$ cat config.mk
export PLATFORM = sky130hd
export DESIGN_NAME = wbc_fifo
export DESIGN_NICKNAME = d
export VERILOG_FILES = /design/src/rtl/wbc_fifo.sv
export SDC_FILE = /design/constraint.sdc
export NUM_CORES = 1
export LEC_CHECK = 0
export BUFFER_PORTS_ARGS = -buffer_cell sky130_fd_sc_hd__buf_2
export CORE_ASPECT_RATIO = 0.6
export CORE_MARGIN = 2
export CORE_UTILIZATION = 54
export DETAILED_ROUTE_END_ITERATION = 8
export PLACE_DENSITY = 0.76
export SYNTH_ARGS = -nofsm -noshare
export SYNTH_HDL_FRONTEND = slang
export SYNTH_SLANG_ARGS = --single-unit
$ cat constraint.sdc
create_clock -name clk_i -period 4.2 [get_ports clk_i]
set_input_delay 0.84 -clock clk_i [delete_from_list [all_inputs] [get_ports clk_i]]
set_output_delay 0.84 -clock clk_i [all_outputs]
set_load 0.05 [all_outputs]
$ cat src/rtl/wbc_fifo.sv
module wbc_fifo #(
  parameter int DEPTH = 4,
  parameter int WIDTH = 8
) (
  input  logic             clk_i,
  input  logic             rst_ni,
  input  logic             push_i,
  input  logic [WIDTH-1:0] din_i,
  input  logic             pop_i,
  output logic [WIDTH-1:0] head_o,
  output logic             empty_o,
  output logic             full_o
);
  localparam int PW = (DEPTH > 1) ? $clog2(DEPTH) : 1;
  localparam int CW = $clog2(DEPTH + 1);

  logic [WIDTH-1:0] mem_q [DEPTH];
  logic [PW-1:0]    wr_q, rd_q;
  logic [CW-1:0]    cnt_q;
  logic             do_push, do_pop;

  assign empty_o = (cnt_q == '0);
  assign full_o  = (cnt_q == CW'(DEPTH));
  assign head_o  = mem_q[rd_q];
  assign do_pop  = pop_i & ~empty_o;
  assign do_push = push_i & (~full_o | do_pop);

  function automatic logic [PW-1:0] nxt(input logic [PW-1:0] p);
    return (p == PW'(DEPTH - 1)) ? '0 : p + PW'(1);
  endfunction

  always_ff @(posedge clk_i or negedge rst_ni) begin
    if (!rst_ni) begin
      wr_q  <= '0;
      rd_q  <= '0;
      cnt_q <= '0;
    end else begin
      if (do_push) wr_q <= nxt(wr_q);
      if (do_pop)  rd_q <= nxt(rd_q);
      if (do_push && !do_pop)      cnt_q <= cnt_q + CW'(1);
      else if (do_pop && !do_push) cnt_q <= cnt_q - CW'(1);
    end
  end

  always_ff @(posedge clk_i) begin
    if (do_push) mem_q[wr_q] <= din_i;
  end
endmodule

Word-level counts from Yosys, hierarchy flattened
Memories as Yosys holds them, arrays and structs flattened.
Cells that the tools add are included.
Word-level totals
  register bits after elaboration: 7
  memory bits (writable): 32
  bits of input ports: 12
  word-level logic and storage cells: 28
  memories: 1
Operators by class
  add/subtract/negate cells: 4
  equality and inequality tests: 3
  mux-type cells: 6
  bitwise gates (word level): 5
  reduce and logical (&&, ||, !) cells: 6
Memory list
  mem_q: depth 4, bits a word 8, read ports 1, clocked after Yosys merged registers in 0, write ports 1, line 17  | logic [WIDTH-1:0] mem_q [DEPTH];
Operators with widths (number)
  $mux 3: 2
  $add 2x1->2 const B: 2
  $eq 2x2->1 const B: 2
  $mux 2: 2
  $add 3x1->3 const B: 1
  $eq 3x3->1 const B: 1
  $logic_not 3->1: 1
  $sub 3x1->3 const B: 1
  $and 1x1->1: 2
  $logic_and 1x1->1: 2
  $logic_not 1->1: 2
  $mux 1: 2
  $not 1->1: 2
  $reduce_bool 2->1: 1
  $or 1x1->1: 1

Logic depth before layout (Yosys ltp)
  word-level depth: 9
  depth in mapped cells: 8
  depth with buffers taken out: 8

Worst setup path before layout
No wires, ideal clock.
  path kind: register -> register
  start: register cnt_q[1]
  end: register cnt_q[2]
  arrival: 2895 ps
  data required time: 4121 ps
  slack: 1225 ps
  cell stages (with the launch flop): 9
  clock period less this slack: 2975 ps
  cells stage by stage: dfrtp_1 > nor3_1 > nand2b_4 > ha_1 > inv_1 > fa_1 > xor2_1 > nor2_1 > xor2_1
On the way
  cells in the longest elaborated chain, start to end: 8
  elaborated cells between the ends (all ways): 16
Ends and longest elaborated chain
  start, declared: line 19  | logic [CW-1:0] cnt_q;
  start signal, assigned: line 40  | if (do_push && !do_pop) cnt_q <= cnt_q + CW'(1);
  start signal, assigned: line 41  | else if (do_pop && !do_push) cnt_q <= cnt_q - CW'(1);
  $logic_not 3->1 *: line 22  | assign empty_o = (cnt_q == '0);
  via empty_o: line 11  | output logic empty_o,
  $not 1->1 *: line 25  | assign do_pop = pop_i & ~empty_o;
  $and 1x1->1 *: line 25
  $or 1x1->1: line 26  | assign do_push = push_i & (~full_o | do_pop);
  $and 1x1->1: line 26
  $logic_not 1->1: line 41
  $logic_and 1x1->1: line 41
  $reduce_bool 2->1 (no line)
Mark *: on every way through the listed nets, which the timed path passes. The rest lies on a longest branch. The select of a mux whose other input is x is not followed.
A chain may end at the register's enable or synchronous reset.

Final worst setup path
  start: register rd_q[0]
  end: output port head_o[5]
On the way
  cells in the longest elaborated chain, start to end: 1
Ends and longest elaborated chain
  start, declared: line 18  | logic [PW-1:0] wr_q, rd_q;
  start signal, assigned: line 39  | if (do_pop) rd_q <= nxt(rd_q);
  $mem_v2 4x8
  end, declared: line 10  | output logic [WIDTH-1:0] head_o,
No other way between the ends.

==> out/qor.txt <==
Outcome = complete, no violations
Number of synthesized flops with an enable pin = 32
# hold bufs at CTS = 0
Proportion of layout cells with a drive suffix above 1 = 0.415
Worst endpoint required time = 3.36 ns
Setup TNS = 0 ns
RSZ-0062 raised after global routing = false
Sequential area share after synthesis = 0.700
Die width = 74.8 um
Synth Net Count = 98
Top-count cell post-synth = edfxtp_1
Final count of negative-setup-slack endpoints = 0
IR drop worst, VDD = 332 uV
CTS sink cnt = 39
Asr flop ratio synth = 0.179
H-tree depth = 2
Synth area leader = edfxtp_1
Mapped Cells = 79
FILL cells = 205
Min Tclk post-route = 2.66 ns
Initial drt markers = 72
Initial antenna violation count = 0
P_sw = 569 uW
Total Wirelength = 2610 um
DIE AREA = 3470 um^2
GRT overflow = 0
CP top delay family = flip-flops
Postcts setup bufs = 0
Crit path depth = 2
I/O Buffers = 21
Initial core utilization = 0.565
Die height = 46.5 um
Crit path cell chain = mux4_2 > buf_2
CP max FO = 11
Sw Ratio = 0.398
Post-synth top area share = 0.592
Sequential share of power = 0.434
Max-slew headroom = 0.608
Final Hold Viols = 0
Critical Path Start = rd_q[0]
Drt wl/cell = 17.6 um
CP arrival = 1.82 ns
Placed Instances = 140
Post-route ant nets = 0
Via density = 5.17
Slew at the pin with the worst max-slew slack = 0.587 ns
Clock Tree Root = clkbuf_8
Rows = 15
Crit Reg-Reg Startpoint = cnt_q[1]
Clock Power Share = 0.167
Max Transition Viols Final = 0
Synth cell types = 19
Hold_ws = 0.374 ns
Final period util = 0.632
Largest net degree at the start of global routing = 12
CP bufs+invs = 1
Fmax = 0.377 GHz
Worst setup endpoint = head_o[5]
Clk pin slew, worst setup/hold paths = 0.07 ns
Worst setup SP type = register
Ys Warns = 0
GRT Util Overall = 0.178
Post-DP HPWL = 1900 um
Fin cells = 148
Clk_lat worst skew = 0.29 ns
Via count = 765
Syn avg cell area = 20.5 um^2
Top cells by count, synth = edfxtp_1 (32), mux4_2 (8), dfrtp_1 (7)
CP Capture Type = primary output
Pwr/cell area = 772 nW/um^2
Synth Flop Type = edfxtp_1
Fin util = 0.645
First-pass iteration count of the detailed router = 4
Longest Clk Path Bufs = 2
Worst r2r dst = cnt_q[2]
First-pass GRT wire length = 3880 um
CTS Buf Count = 5
Top cells by area, synth = edfxtp_1 (59%), mux4_2 (11%), dfrtp_1 (11%)
Nets = 124
Gp weighted congestion = 0.623
Post-CTS Resized = 0
R2R Setup Slk = 2.11 ns
HP Class = primary input to asynchronous set/reset pin
TritonCTS clock tree = yes
Detailed-route DRC error count = 0
Synth Cell Area = 1620 um^2
I/O pins = 22
Max_cap viols = 0
Synthesized flop and latch total = 39
P_leak = 0.000705 uW
Number of global-route vias before repair = 781
Gate power share = 0.400
Setup CP Type = register to primary output
Reg2Reg Depth = 8
Clock Skews = 0.00129 ns
Area of the multi-input gates = 463 um^2
Slowest CP cell = dfrtp_1
FF/Latch Area = 1140 um^2
Max stage delay on crit path = 0.72 ns
Core ar. = 2870 um^2
Diode count = 0
Layout area overhead = 14.1%
Cell-internal power = 860 uW
-- layer usage --
layer	vias to the layer above	wire length [um]	global-route usage
met2	22	1230	0.262
met4	0	58	0.0857
met5	-	0	0
li1	351	-	-
met1	386	1170	0.225
met3	6	157	0.0875
-- cell families (layout without fill, tap and decap cells) --
logic type      Yosys count  count (layout)  share of synthesized area
compound gates            1               1                     0.0116
xor+xnor                  3               3                     0.0162
fa+ha+maj                 7               7                     0.0586
buf+inv                   6              33                     0.0146
flops                    39              39                      0.700
mux                      13              13                      0.150
simple gates             10              10                     0.0486
-- cell type report --
class                           count  share of cell area
Sequential cell                    39               0.614
Multi-Input combinational cell     34               0.250
Timing Repair Buffer               21              0.0568
Clock buffer                        8              0.0432
Tap cell                           42              0.0284
Inverter                            4             0.00811
-- cell usage in the layout, fill, tap and decap left out, types with 3 or more instances in the layout --
cell type  count
dfrtp_1        7
ha_1           6
clkbuf_1       3
nor2_1         3
clkbuf_8       5
inv_1          4
mux4_2         8
buf_2         21
and2_2         4
edfxtp_1      32
-- stage by stage --
step           setup slack, ns  total power [uW]  cell area (um^2)
3_3_place_gp              1.80              1180              1770
6_report                  1.54              1430              1850
2_1_floorplan             1.23              1070              1620
3_5_place_dp              1.73              1210              1770
4_1_cts                   1.51              1440              1850
5_1_grt                   1.45              1500              1850
-- how the worst min path moves through the flow --
stage	startpoint	to	slack (ns)	cells past startpoint
2_1_floorplan	cnt_q[2]	cnt_q[2]	0.46	1
4_1_cts	rst_ni	rd_q[1]	0.37	1
3_5_place_dp	cnt_q[2]	cnt_q[2]	0.51	1
3_3_place_gp	cnt_q[2]	cnt_q[2]	0.48	1
5_1_grt	rst_ni	rd_q[1]	0.37	1
6_report	rst_ni	cnt_q[0]	0.37	1
-- power groups by stage --
stage | logic, uW | clock network (uW) | registers (uW)
3_5_place_dp | 579 | 0 | 630
6_report | 571 | 238 | 620
2_1_floorplan | 504 | 0 | 570
3_3_place_gp | 556 | 0 | 621
4_1_cts | 580 | 242 | 622
5_1_grt | 608 | 256 | 633
-- state kept, by name, summed over array words and instances (netlist names) --
signal and flops:
mem_q 32, cnt_q 3, rd_q 2, wr_q 2
-- worst register-to-register path, cell delays in order (launching register included) --
cell and delay, ns:
dfrtp_1 0.46, nor3_1 0.26, nand2b_4 0.19, ha_1 0.18, inv_1 0.06, fa_1 0.38, xor2_1 0.16, nor2_1 0.12
xor2_1 0.18
No activity file was read; power rests on OpenSTA's default activity.
